`src/rtl/chr_pix_pkg.sv`:
```
package chr_pix_pkg;

    typedef enum logic {
        PH_SHOW = 1'b0,
        PH_HIDE = 1'b1
    } blink_ph_t;

    typedef struct packed {
        logic       rsvd;
        logic [2:0] bg;
        logic       blink;
        logic [2:0] fg;
        logic [7:0] code;
    } cell_word_t;

    localparam int NUM_PINS   = 8;
    localparam int NUM_SHARED = 4;

endpackage

```
`src/rtl/chr_blink_fsm.sv`:
```
module chr_blink_fsm
    import chr_pix_pkg::*;
#(
    parameter int BASE_DIV = 32
) (
    input  logic       clk,
    input  logic       rst_n,
    input  logic       vsync,
    input  logic       blink_long,
    input  logic [1:0] blink_duty,
    output logic       hide
);

    localparam int CW    = $clog2(2 * BASE_DIV);
    localparam int QUART = BASE_DIV / 4;
    localparam logic [CW-1:0] LAST_S = CW'(BASE_DIV - 1);
    localparam logic [CW-1:0] LAST_L = CW'(2 * BASE_DIV - 1);
    localparam logic [CW:0]   Q_S    = (CW+1)'(QUART);
    localparam logic [CW:0]   Q_L    = (CW+1)'(2 * QUART);

    blink_ph_t       state, nxt_state;
    logic [CW-1:0]   cnt;
    logic            lat_long;
    logic [1:0]      lat_duty;
    logic [CW-1:0]   last;
    logic [CW:0]     quart, on_len, cnt_inc;
    logic            wrap, reach;

    always_comb begin
        last    = lat_long ? LAST_L : LAST_S;
        quart   = lat_long ? Q_L : Q_S;
        unique case (lat_duty)
            2'b01:   on_len = quart;
            2'b10:   on_len = quart << 1;
            2'b11:   on_len = quart + (quart << 1);
            default: on_len = '0;
        endcase
        cnt_inc = {1'b0, cnt} + 1'b1;
        wrap    = vsync && (cnt == last);
        reach   = vsync && !wrap && (lat_duty != 2'b00) && (cnt_inc == on_len);
    end

    // next-state decision
    always_comb begin
        nxt_state = state;
        unique case (state)
            PH_SHOW: begin
                if (wrap)       nxt_state = PH_SHOW;
                else if (reach) nxt_state = PH_HIDE;
            end
            PH_HIDE: begin
                if (wrap)       nxt_state = PH_SHOW;
            end
            default: nxt_state = PH_SHOW;
        endcase
    end

    // state register, frame counter and configuration latch
    always_ff @(posedge clk or negedge rst_n) begin
        if (!rst_n) begin
            state    <= PH_SHOW;
            cnt      <= '0;
            lat_long <= 1'b0;
            lat_duty <= 2'b00;
        end else begin
            state <= nxt_state;
            if (wrap) begin
                cnt      <= '0;
                lat_long <= blink_long;
                lat_duty <= blink_duty;
            end else if (vsync) begin
                cnt <= cnt_inc[CW-1:0];
            end
        end
    end

    // outputs per state
    always_comb begin
        unique case (state)
            PH_HIDE: hide = 1'b1;
            default: hide = 1'b0;
        endcase
    end

endmodule

```
`src/rtl/chr_color_sel.sv`:
```
module chr_color_sel
    import chr_pix_pkg::*;
(
    input  logic [15:0] cell_word,
    input  logic        dot,
    input  logic        in_cell,
    input  logic        hide,
    output logic [2:0]  rgb,
    output logic        blank
);

    cell_word_t w;
    logic       show_fg;

    always_comb begin
        w       = cell_word_t'(cell_word);
        show_fg = dot && !(w.blink && hide);
        if (!in_cell)     rgb = 3'b000;
        else if (show_fg) rgb = w.fg;
        else              rgb = w.bg;
        blank = in_cell && (rgb != 3'b000);
    end

endmodule

```
`src/rtl/chr_pin_mux.sv`:
```
module chr_pin_mux
    import chr_pix_pkg::*;
#(
    parameter int NPIN = NUM_PINS
) (
    input  logic [2:0]      rgb,
    input  logic            blank,
    input  logic [3:0]      port_mode,
    input  logic [NPIN-1:0] pin_data,
    output logic [NPIN-1:0] lvl
);

    for (genvar i = 0; i < NPIN; i++) begin : g_pin
        if (i == 0 || i == 1 || i == 3 || i == 5) begin : g_shared
            localparam int K = (i == 0) ? 0 : (i == 1) ? 1 : (i == 3) ? 2 : 3;
            logic vid;
            assign vid    = (K == 0) ? blank : rgb[K-1];
            assign lvl[i] = port_mode[K] ? (vid ^ ~pin_data[i]) : pin_data[i];
        end else begin : g_fixed
            assign lvl[i] = pin_data[i];
        end
    end

endmodule

```
`src/rtl/chr_pixel_out.sv`:
```
module chr_pixel_out
    import chr_pix_pkg::*;
#(
    parameter int BASE_DIV = 32
) (
    input  logic        clk,
    input  logic        rst_n,
    input  logic        vsync,
    input  logic        blink_long,
    input  logic [1:0]  blink_duty,
    input  logic [15:0] cell_word,
    input  logic        dot,
    input  logic        in_cell,
    input  logic [3:0]  port_mode,
    input  logic [7:0]  pin_data,
    output logic [7:0]  pins
);

    logic       blink_hide;
    logic [2:0] pix_rgb;
    logic       pix_blank;
    logic [7:0] pin_lvl;

    chr_blink_fsm #(.BASE_DIV(BASE_DIV)) blink_i (
        .clk        (clk),
        .rst_n      (rst_n),
        .vsync      (vsync),
        .blink_long (blink_long),
        .blink_duty (blink_duty),
        .hide       (blink_hide)
    );

    chr_color_sel color_i (
        .cell_word (cell_word),
        .dot       (dot),
        .in_cell   (in_cell),
        .hide      (blink_hide),
        .rgb       (pix_rgb),
        .blank     (pix_blank)
    );

    chr_pin_mux #(.NPIN(8)) mux_i (
        .rgb       (pix_rgb),
        .blank     (pix_blank),
        .port_mode (port_mode),
        .pin_data  (pin_data),
        .lvl       (pin_lvl)
    );

    always_ff @(posedge clk or negedge rst_n) begin
        if (!rst_n) pins <= '0;
        else        pins <= pin_lvl;
    end

endmodule

```
`config.mk`:
```
export PLATFORM = sky130hd
export DESIGN_NAME = chr_pixel_out
export DESIGN_NICKNAME = d
export VERILOG_FILES = /design/src/rtl/chr_pix_pkg.sv /design/src/rtl/chr_blink_fsm.sv /design/src/rtl/chr_color_sel.sv /design/src/rtl/chr_pin_mux.sv /design/src/rtl/chr_pixel_out.sv
export SDC_FILE = /design/constraint.sdc
export NUM_CORES = 1
export LEC_CHECK = 0
export BUFFER_PORTS_ARGS = -buffer_cell sky130_fd_sc_hd__buf_2
export CAP_MARGIN = 20
export CORE_MARGIN = 2
export CORE_UTILIZATION = 30
export DETAILED_ROUTE_END_ITERATION = 8
export GPL_TIMING_DRIVEN = 0
export MAX_ROUTING_LAYER = met4
export PLACE_DENSITY_LB_ADDON = 0.05
export SLEW_MARGIN = 15
export SYNTH_ARGS = -nofsm -noshare
export SYNTH_HDL_FRONTEND = slang
export SYNTH_SLANG_ARGS = --single-unit
```
`constraint.sdc`:
```
create_clock -name clk -period 3 [get_ports clk]
set_clock_uncertainty 0.05 [all_clocks]
set_input_delay 0.6 -clock clk [delete_from_list [all_inputs] [get_ports clk]]
set_output_delay 0.6 -clock clk [all_outputs]
set_load 0.005 [all_outputs]
```
* Word level (Yosys, flattened, before mapping)
Cells that the tools add are included.
W data, S select, Z words.
** Operators by class
- Add/sub/neg operators :: 2
- Bitwise logic cells :: 9
- Mux-type cells :: 16
- Equality and inequality tests :: 5
- Reduce and logical (&&, ||, !) cells :: 12
** Operators with widths (number)
- $pmux W7 S3 :: 1
- $mux W6 :: 3
- $mux W1 :: 8
- $add A6 B1 Y7 const B :: 1
- $add A7 B7 Y7 :: 1
- $eq A7 B7 Y1 :: 1
- $logic_and A1 B1 Y1 :: 7
- $eq A6 B6 Y1 :: 1
- $mux W3 :: 2
- $mux W5 :: 1
- $not A1 Y1 :: 5
- $eq A2 B2 Y1 const B :: 2
- $reduce_bool A2 Y1 :: 2
- $xor A1 B1 Y1 :: 4
- $reduce_bool A3 Y1 :: 1
- $eq A2 B1 Y1 const B :: 1
- $logic_not A1 Y1 :: 2
- $pmux W1 S2 :: 1
** Storage, ports and cells
- Output and inout bits :: 8
- Word-level logic and storage cells :: 49
- Flip-flop bits (word level) :: 18

* Longest topological paths before layout
Gate-level depths: netlist (run 1).
- Depth in word-level cells :: 10
- Mapped depth :: 7
- Gate-level depth less buffers :: 6

* Cells and area by module
From an unflattened synthesis (run 1), not the netlist that was laid out.
** Second synthesis, totals
- Cell total of the unflattened synthesis :: 89
- Area, all modules :: 1066.0 sq um
** By module, submodules not included
- chr_blink_fsm :: seq. area each 250.2 sq um, times used 1, cells each 58, area an instance 625.6 sq um
- chr_pixel_out :: seq. area each 200.2 sq um, times used 1, cells each 8, area an instance 200.2 sq um
- chr_pin_mux :: seq. area each 0.0 sq um, times used 1, cells each 12, area an instance 150.1 sq um
- chr_color_sel :: seq. area each 0.0 sq um, times used 1, cells each 11, area an instance 90.1 sq um

* Worst setup path before layout (run 1)
OpenSTA, ideal clock, no wires.
- Path kind :: input port to flip-flop
- Start point :: input dot
- End point :: register pins[0]
- Setup time :: 123 ps
- Stages :: 5
- Arrival :: 1584 ps
- Data required time :: 2827 ps
- Setup slack :: 1243 ps
- Cells stage by stage :: a21boi_0 -> mux2_2 -> nand2_1 -> nand4_1 -> xnor2_1
** On the way
- Longest elaborated chain between the ends :: 7
** Ends and longest elaborated chain
- from (decl) :: RTL line chr_pixel_out.sv:12 : input logic dot,
- $logic_and A1 B1 Y1 :: RTL line chr_color_sel.sv:17 : show_fg = dot && !(w.blink && hide);
- $mux W3 :: RTL line chr_color_sel.sv:19 : else if (show_fg) rgb = w.fg;
- $mux W3 :: RTL line chr_color_sel.sv:18 : if (!in_cell) rgb = 3'b000;
- $reduce_bool A3 Y1 :: RTL line chr_color_sel.sv:21 : blank = in_cell && (rgb != 3'b000);
- $logic_and A1 B1 Y1 :: RTL line chr_color_sel.sv:21
- $xor A1 B1 Y1 :: RTL line chr_pin_mux.sv:18 : assign lvl[i] = port_mode[K] ? (vid ^ ~pin_data[i]) : pin_data[i];
- $mux W1 :: RTL line chr_pin_mux.sv:18
- named net mux_i.lvl[0] :: RTL line chr_pin_mux.sv:10 : output logic [NPIN-1:0] lvl
- to (signal assigned) :: RTL line chr_pixel_out.sv:52 : else pins <= pin_lvl;
- to (decl) :: RTL line chr_pixel_out.sv:16 : output logic [7:0] pins
The timed path passes the listed nets, and every way through them passes these cells.
A chain may end at the register's enable or synchronous reset.

* Worst setup path in the final report (run 1)
- Start point :: register blink_i.cnt[0]
- End point :: register blink_i.lat_long
** On the way
- Longest elaborated chain between the ends :: 2
** Ends and longest elaborated chain
- from (decl) :: RTL line chr_blink_fsm.sv:22 : logic [CW-1:0] cnt;
- from (signal assigned) :: RTL line chr_blink_fsm.sv:72 : cnt <= cnt_inc[CW-1:0];
- $eq A6 B6 Y1 :: RTL line chr_blink_fsm.sv:39 : wrap = vsync && (cnt == last);
- $logic_and A1 B1 Y1 :: RTL line chr_blink_fsm.sv:39
- to (signal assigned) :: RTL line chr_blink_fsm.sv:69 : lat_long <= blink_long;
- to (decl) :: RTL line chr_blink_fsm.sv:23 : logic lat_long;
Every way passes these cells.

==> metrics.txt, run 1 <==
First DRT Iteration DRCs 31; sequential area share after synthesis 42.76%; largest net degree at the start of global routing 19; Initial Utilization ~31%; DP Area between 0.001 and 0.0015 sq mm; setup repair bufs after CTS 0; Peak VDD IR between 200 and 250 uV; htree depth 1; Root Buffer clkbuf_4; Die Y approximately 63 microns; DR pass1 iterations 5; grt total ovfl 0; CTS Sinks 18; Final period util between 60% and 70%; DR WL/cell approximately 11 microns; Longest Clk Path Bufs 2; post-route ant nets 0; Synth Instances between 90 and 100; Worst EP required roughly 3.1 ns; CP endpoint kind flop; Hold Vio Cnt, Final 0; kind of critical path flop to flop; vias in the first global route 790; # diodes 0; CP dominant cell by count and3_4; Core Area 0.003363 sq mm; Netlist cell types 35; syn_area_per_cell around 11 sq um; DRC viols 0; clock-pin slew on the worst setup and hold paths around 0.1 ns; status finished, final reports clean; Max FO, Critical Path 8; Die W roughly 63 microns; post_cts resized 0; Pins Over Slew Limit 0; Max stage delay on crit path 0.47 ns; Rel. slew slack 70.02%; Area growth, synth to finish 24.58%; CP arrival just under 2 ns; worst path bufs/invs 1; I/O Buffers 33; Hold Crit Class input pin to async pin; Post-synth EDFFs 0; ys flop type dfrtp_1; Hold Buf Count CTS 0; Synth Warn # 0; Peak Freq ~540 MHz; final instance area 0.001313 sq mm; io pins 44; Placer Congestion 0.7838; setup TNS 0 ns; Netlist Area Pre-Place ~0.0011 sq mm; initial antenna violation count 0; clk_lat worst skew between 0.2 and 0.3 ns; vias post-DR about 800; TritonCTS Buffers 3; TritonCTS clock tree yes; Die ar. about 0.0040 sq mm; power density over the cells about 750 mW/mm^2; first-pass GRT wire length about 3.6 mm; Leak just over 0.6 nW; Max Cap Viol 0; fraction of layout cells with a size suffix above 1 a little under half; min Tclk post-route 1.866 ns; fillers 365; delay-heaviest family, CP simple AND/OR/NAND/NOR gates; startpoint class of the critical path flop; net count after synthesis between 100 and 150; Via density ~4.5; CP cell instances ha_1 > and3_4 > and3_4 > buf_6 > nand2_4 > mux2_2; unrepaired setup endpoints after global routing no; worst-margin pin slew roughly 0.45 ns; Final setup viols 0; Tot GR Track Use between 10% and 20%; CP max-delay cell dfrtp_1; total wire length 2.021 mm; Async S/R FF share, synth 100.0%; dpl hpwl 1.592 mm; Yosys reg bits 18; Cell Rows 21; NumNets Final roughly 170
==> where the power goes <==
group	internal, mW	total, mW	switching (mW)
clock network	0.0738	0.147	0.0735
registers	0.312	0.380	0.0688
logic	0.243	0.458	0.215
total	0.629	0.986	0.357
==> registers in the layout (all words and copies together) (netlist names) <==
register and cells:
pins 8, blink_i.cnt 6, blink_i.lat_duty 2, blink_i.lat_long 1, blink_i.state 1
==> per-stage QoR <==
stage | worst slack [ns] | total power [mW] | utilization [%] | hold slack, ns | cells
after CTS | 1.129 | 1.004 | 39.03 | 0.1737 | 179
after detailed placement | 0.9736 | 0.8493 | 37.95 | 0.4452 | 175
after global placement | 1.024 | 0.8438 | 37.95 | 0.4586 | 175
after floorplan | 1.243 | 0.7417 | - | 0.2544 | 96
final | 1.134 | 0.9861 | 39.03 | 0.1688 | 179
after global routing | 0.9765 | 1.084 | 39.03 | 0.1754 | 179
==> final cells by class <==
| class | instances | area, sq um | share of cell area (%) |
|---|---|---|---|
| multi-input cells | 69 | 535.5 | 40.80 |
| flip-flops and latches | 18 | 450.4 | 34.32 |
| repair buffers | 33 | 165.2 | 12.58 |
| well taps | 46 | 57.56 | 4.385 |
| plain buffers | 6 | 56.30 | 4.290 |
| clock buffers | 4 | 36.28 | 2.765 |
| inverters | 3 | 11.26 | 0.8580 |
==> cell families (layout without fill, tap and decap cells) <==
| family | Yosys count | after routing | share of synthesized area (%) |
|---|---|---|---|
| buffers and inverters | 9 | 46 | 6.413 |
| adders and majority gates | 2 | 2 | 2.375 |
| AOI/OAI and AO/OA | 18 | 18 | 11.76 |
| and+or+nand+nor | 29 | 29 | 16.39 |
| xor gates and xnor gates | 11 | 11 | 10.57 |
| DFF | 18 | 18 | 42.76 |
| muxes | 9 | 9 | 9.738 |
==> path summary, 6_finish.rpt <==
kind | start | to | slack, ns | cells past startpoint
min in group clk | pin_data[4] | pins[4]$_DFF_PN0_ | 0.36 | 1
max reg2reg | blink_i.cnt[0]$_DFFE_PN0P_ | blink_i.lat_long$_DFFE_PN0N_ | 1.13 | 6
min | rst_n | pins[4]$_DFF_PN0_ | 0.17 | 1
min reg2reg | blink_i.state$_DFF_PN0_ | blink_i.state$_DFF_PN0_ | 0.47 | 1
max in group asynchronous | rst_n | blink_i.state$_DFF_PN0_ | 2.44 | 1
max | blink_i.cnt[0]$_DFFE_PN0P_ | blink_i.lat_long$_DFFE_PN0N_ | 1.13 | 6
==> metal layers <==
| metal | vias to the layer above | track usage [%] | routed length (microns) |
|---|---|---|---|
| met4 | 0 | 4.891 | 22 |
| met5 | - | - | 0 |
| met2 | 23 | 18.62 | 974 |
| li1 | 409 | - | - |
| met1 | 376 | 14.62 | 931 |
| met3 | 2 | 2.143 | 93 |
==> worst register-to-register path, delay by kind of cell (launching register included) <==
kind,cells,cell delay (ns)
buffers and inverters,1,0.13
AND/OR/NAND/NOR,3,0.49
adder cells (fa/ha/maj),1,0.29
multiplexers,1,0.33
flip-flops,1,0.47
==> layout by cell type, fill, tap and decap left out, drive strengths merged, types with 3 or more instances in the layout <==
cell and instances:
clkbuf 4, inv 3, xnor2 11, buf 39
a21oi 4, o21ai 3, nand2 16, mux2 7
dfrtp 18, and3 4
==> Yosys cell counts, drive strengths merged, types with 2 or more instances <==
cell type / n / share of area [%]
dfrtp: 18 / 43
nand2: 16 / 6.4
xnor2: 11 / 11
mux2: 7 / 7.8
buf: 6 / 5.3
a21oi: 4 / 1.9
and3: 4 / 3.4
inv: 3 / 1.1
o21ai: 3 / 1.4
ha: 2 / 2.4
mux2i: 2 / 1.9
nand3: 2 / 1.4
nor2: 2 / 0.71
o31ai: 2 / 1.4
(Power assumes the default switching activity.)
==> run 2: changes to the inputs <==
clock period = 1.6 ns   (was 3 ns; I/O delays follow)
==> run 2 against run 1 <==
  * Largest cell class unchanged
  * Maximum frequency grew 13%
  * Critical endpoint is now blink_i.state$_DFF_PN0_
  * The flow now finishes with violations (setup timing)
  * Via count grew 1.7%
  * Critical path type unchanged
  * Register-to-register slack lost 1.2 ns
  * Cell count grew 2.8%
  * Flip-flop and latch count is the same
  * Highest routed layer unchanged
  * First-iteration DRC count shrank 68%
  * Non-clock buffer count grew 5
  * Die area is the same
  * Sequential share of layout area shrank 1.6 points
  * Routed wire length grew 7.5%
==> metrics.txt, run 2 (synthesis results as in run 1) <==
status finished with violations; failing checks setup timing; worst path bufs/invs 0; R2R setup slack -0.05 ns; htree depth 1; Longest Clk Path Bufs 2; unrepaired setup endpoints after global routing yes; Via density 4.478; clock-pin slew on the worst setup and hold paths between 0.1 and 0.15 ns; vias in the first global route between 700 and 800; TritonCTS clock tree yes; CP max-delay cell dfrtp_2; Max FO, Critical Path 4; post-route ant nets 0; power density over the cells between 1000 and 1500 mW/mm^2; NumNets Final around 180; first-pass GRT wire length around 3.5 mm; total wire length 2.172 mm; Max Cap Viol 0; Area growth, synth to finish 31.35%; io pins 44; Cell Rows 21; Peak VDD IR 461.1 uV; Max stage delay on crit path between 0.4 and 0.5 ns; most frequent cells in the layout 33 x buf_2, 16 x dfrtp_1, 15 x nand2_1, 9 x xnor2_1, 8 x buf_4; commonest non-fill, non-tap cell in the layout buf_2; Worst Setup Slack, final -0.04836 ns; Hold Slack between 0.07 and 0.08 ns; vias post-DR roughly 820; DR pass1 iterations 4; min Tclk post-route between 1.5 and 2 ns; Core Area between 0.003 and 0.004 sq mm; Pint around 1.3 mW; Clk network pwr share about 14%; Root Buffer clkbuf_4; Tot GR Track Use 11.68%; TritonCTS Buffers 3; total net switching power around 720 uW; Hold Path Depth 1; FF-to-FF path depth 6; Placer Congestion roughly 0.76; Flop pwr share approximately 35%; DRC viols 0; Worst EP required roughly 1.7 ns; WP depth 6; CP cell instances ha_4 > and2_2 > a31o_1 > a21oi_1 > a22oi_1 > a32o_1; post-route core utilization between 40% and 50%; Initial Utilization between 30% and 40%; startpoint class of the critical path flop; First DRT Iteration DRCs 10; sw frac 36.48%; Die W around 63 microns; Largest register FFs 8; Leak roughly 0.65 nW; largest net degree at the start of global routing 19; Peak Freq ~610 MHz; # diodes 0; Reg with most FFs pins; Rel. slew slack between 70 and 80%; clk_lat worst skew roughly 0.29 ns; worst-margin pin slew between 0.4 and 0.5 ns; CP endpoint kind flop; Hold Vio Cnt, Final 0; delay-heaviest family, CP compound AO/OA/AOI/OAI gates; kind of critical path flop to flop; initial antenna violation count 0; Final setup viols 1; Logic pwr share between 50% and 60%; CTS Sinks 18; CP arrival 1.79 ns; Hold Crit Class input pin to flop; biggest regs pins x8, blink_i.cnt x6, blink_i.lat_duty x2; I/O Buffers 33; DR WL/cell between 10 and 15 microns; Die Y around 63 microns; Pins Over Slew Limit 0; dpl hpwl between 1.5 and 2 mm; fraction of layout cells with a size suffix above 1 50.00%; Die ar. between 0.004 and 0.005 sq mm; grt total ovfl 0; Final period util 103.0%
-- run 2: changes by cell type in the layout (fill, tap and decap cells not counted), sizes merged --
cell / change
buf: +4
dlygate4sd3: +1
-- run 2: final cells by class --
cell class,count,area [sq um]
Buffer,5,45.04
Clock buffer,4,36.28
Fill cell,356,1979
Inverter,3,11.26
Multi-Input combinational cell,69,568.0
Sequential cell,18,452.9
Tap cell,46,57.56
Timing Repair Buffer,39,212.7
-- run 2: metrics by stage --
step                instances  TNS [ns]  setup WS, ns  cell area [sq um]  power [mW]
finish                    184  -0.04836      -0.04836               1384       1.984
global route              184   -0.1564       -0.1316               1384       2.141
CTS                       183  -0.05461      -0.05461               1358       1.975
detailed placement        175    -1.296       -0.1876               1279       1.589
global placement          175    -1.052       -0.2097               1279       1.590
floorplan                  96   -0.1579      -0.04661               1056       1.392
-- run 2: repair_timing --
item                                   4_1_cts  5_1_grt
hold buffers                                 1        0
setup endpoints to repair                   11        4
endpoints found under the hold margin       18        0
resized for setup                            5        4
buffers inserted                             4        1
pin swaps                                    0        1
-- run 2: final timing paths --
| path | start | to |
|---|---|---|
| setup / recovery | blink_i.cnt[0]$_DFFE_PN0P_ | blink_i.state$_DFF_PN0_ |
| hold / removal | pin_data[6] | pins[6]$_DFF_PN0_ |
| setup reg to reg | blink_i.cnt[0]$_DFFE_PN0P_ | blink_i.state$_DFF_PN0_ |
| hold reg to reg | blink_i.state$_DFF_PN0_ | blink_i.state$_DFF_PN0_ |
| max in group asynchronous | rst_n | blink_i.cnt[1]$_DFFE_PN0P_ |
| min in group asynchronous | rst_n | pins[7]$_DFF_PN0_ |
-- run 2: routing by layer --
metal / global-route usage [%] / part of all wire, %
met5: - / 0
met4: 5.707 / 1.0
met3: 2.143 / 4.6
met2: 17.69 / 47
met1: 15.07 / 47
-- run 2: power groups by stage --
| stage | Sequential (mW) | Combinational (mW) | Clock, mW |
|---|---|---|---|
| floorplan | 0.689 | 0.703 | 0 |
| global placement | 0.718 | 0.872 | 0 |
| detailed placement | 0.720 | 0.869 | 0 |
| CTS | 0.698 | 0.974 | 0.304 |
| global route | 0.724 | 1.10 | 0.321 |
| finish | 0.702 | 0.997 | 0.284 |
==> run 3: changes to the inputs <==
BUFFER_PORTS_ARGS = -buffer_cell sky130_fd_sc_hd__buf_4   (was -buffer_cell sky130_fd_sc_hd__buf_2)
PLACE_DENSITY = 0.67   (was not set)
PLACE_DENSITY_LB_ADDON = not set   (was 0.05)
SKIP_LAST_GASP = 1   (was not set)
==> run 3 against run 2 <==
  * Power rose by 1.9%
  * Worst hold slack improved by 0.0048 ns
  * Global-route usage rose by 0.84 points
  * Via count rose by 5.7%
  * Non-clock buffer count fell by 1
  * Register-to-register slack barely moved
  * Maximum frequency rose by 0.21%
  * First-iteration DRC count rose by 20%
  * Critical endpoint unchanged
  * Highest routed layer unchanged
  * Routed wire length rose by 1.8%
  * The run still ends with setup timing left
  * Critical path depth did not move
  * Clock power fell by 3%
==> metrics.txt, run 3 (synthesis results as in run 1) <==
clk_lat worst skew ~0.29 ns; Largest register FFs 8; total wire length between 2 and 2.5 mm; min Tclk post-route roughly 1.6 ns; FF-to-FF path depth 6; Placer Congestion around 0.76; Hold Path Depth 1; Pins Over Slew Limit 0; Core Area 0.003363 sq mm; Hold Vio Cnt, Final 0; kind of critical path flop to flop; vias post-DR approximately 870; I/O Buffers 33; Reg with most FFs pins; Root Buffer clkbuf_4; Rel. slew slack 81.73%; clock-pin slew on the worst setup and hold paths about 0.10 ns; Hold Crit Class input pin to flop; Peak Freq a little over 600 MHz; power density over the cells roughly 1400 mW/mm^2; Worst EP required about 1.8 ns; Initial Utilization a little under a third; startpoint class of the critical path flop; First DRT Iteration DRCs 12; unrepaired setup endpoints after global routing yes; status finished with violations; R2R setup slack -0.04 ns; Pint between 1 and 1.5 mW; DRC viols 0; Hold Slack 0.07968 ns; sw frac 36.29%; TritonCTS Buffers 3; NumNets Final around 180; commonest non-fill, non-tap cell in the layout buf_4; Area growth, synth to finish 38.84%; Final period util 102.8%; Worst Setup Slack, final -0.04495 ns; io pins 44; first-pass GRT wire length between 3 and 4 mm; Peak VDD IR between 600 and 700 uV; Clk network pwr share between 10% and 20%; Max FO, Critical Path 7; Via density 4.760; Die Y between 60 and 70 microns; most frequent cells in the layout 40 x buf_4, 16 x dfrtp_1, 15 x nand2_1, 9 x xnor2_1; Final setup viols 1; Hold Crit Start pin_data[4]; worst min-delay path endpoint pins[4]$_DFF_PN0_; Longest Clk Path Bufs 2; reg2reg end blink_i.state$_DFF_PN0_; reg-to-reg startpoint blink_i.cnt[0]$_DFFE_PN0P_; fraction of layout cells with a size suffix above 1 between 40% and 50%; largest net degree at the start of global routing 19; CP arrival approximately 1.8 ns; Die ar. approximately 0.0040 sq mm; pre-CTS setup slack -0.2123 ns; TritonCTS clock tree yes; Flop pwr share a little over a third; Max Cap Viol 0; htree depth 1; grt total ovfl 0; initial antenna violation count 0; Die W between 60 and 70 microns; Leak ~0.68 nW; vias in the first global route roughly 920; worst-margin pin slew ~0.27 ns; dpl hpwl 1.715 mm; Cell Rows 21; DR WL/cell between 10 and 15 microns; Logic pwr share around half; CP endpoint kind flop; failing checks setup timing; biggest regs pins x8, blink_i.cnt x6, blink_i.lat_duty x2; total net switching power between 700 and 800 uW; Tot GR Track Use between 10% and 20%; # diodes 0; CTS Sinks 18; DR pass1 iterations 4; post-route ant nets 0
run 3: cell type report:
type                    count  area [sq um]
fillers                   347          1901
multi-input cells          69         571.8
flip-flops and latches     18         452.9
repair buffers             38         287.8
well taps                  46         57.56
plain buffers               5         45.04
clock buffers               4         36.28
inverters                   3         11.26
run 3: per-stage QoR:
step                setup TNS (ns)  cell area (sq um)  utilization [%]  power [mW]  instances
floorplan                  -0.1579               1056                -       1.392         96
global placement           -0.8031               1361            40.48       1.586        175
detailed placement          -1.243               1361            40.48       1.629        175
CTS                       -0.05784               1439            42.78       1.995        183
global route               -0.1378               1463            43.49       2.181        183
finish                    -0.04495               1463            43.49       2.021        183
run 3: per-layer routing:
metal / wire (microns) / vias to the layer above / GRT usage, %
li1: - / 416 / -
met1: 923 / 416 / 14.01
met2: 1138 / 37 / 22.47
met3: 135 / 2 / 1.607
met4: 14 / 0 / 5.163
met5: 0 / - / -
run 3: how the worst max path moves through the flow:
stage / to / from / cells past startpoint
4_1_cts: blink_i.state$_DFF_PN0_ / blink_i.cnt[0]$_DFFE_PN0P_ / 6
6_report: blink_i.state$_DFF_PN0_ / blink_i.cnt[0]$_DFFE_PN0P_ / 6
2_1_floorplan: blink_i.state$_DFF_PN0_ / blink_i.cnt[0]$_DFFE_PN0P_ / 6
3_3_place_gp: blink_i.state$_DFF_PN0_ / blink_i.cnt[0]$_DFFE_PN0P_ / 6
3_5_place_dp: blink_i.state$_DFF_PN0_ / blink_i.cnt[0]$_DFFE_PN0P_ / 6
5_1_grt: blink_i.state$_DFF_PN0_ / blink_i.cnt[0]$_DFFE_PN0P_ / 6
run 3: power groups by stage:
stage	Combinational (mW)	Sequential, mW	Clock (mW)
4_1_cts	1.01	0.700	0.288
3_3_place_gp	0.873	0.713	0
6_report	1.04	0.706	0.276
2_1_floorplan	0.703	0.689	0
3_5_place_dp	0.903	0.726	0
5_1_grt	1.14	0.727	0.312
run 3: worst max-delay path, stage by stage (launching register included):
cell and delay [ns]:
dfrtp_2 0.44, buf_4 0.17, and3_4 0.20, xnor2_1 0.16, a21oi_1 0.07, nor4_2 0.30
a32o_1 0.20
run 3: repair_timing:
item | 4_1_cts | 5_1_grt
setup endpoints to repair | 8 | 5
endpoints found under the hold margin | 18 | 0
resized for setup | 4 | 6
hold buffers | 1 | 0
pin swaps | 3 | 4
buffers inserted | 4 | 0
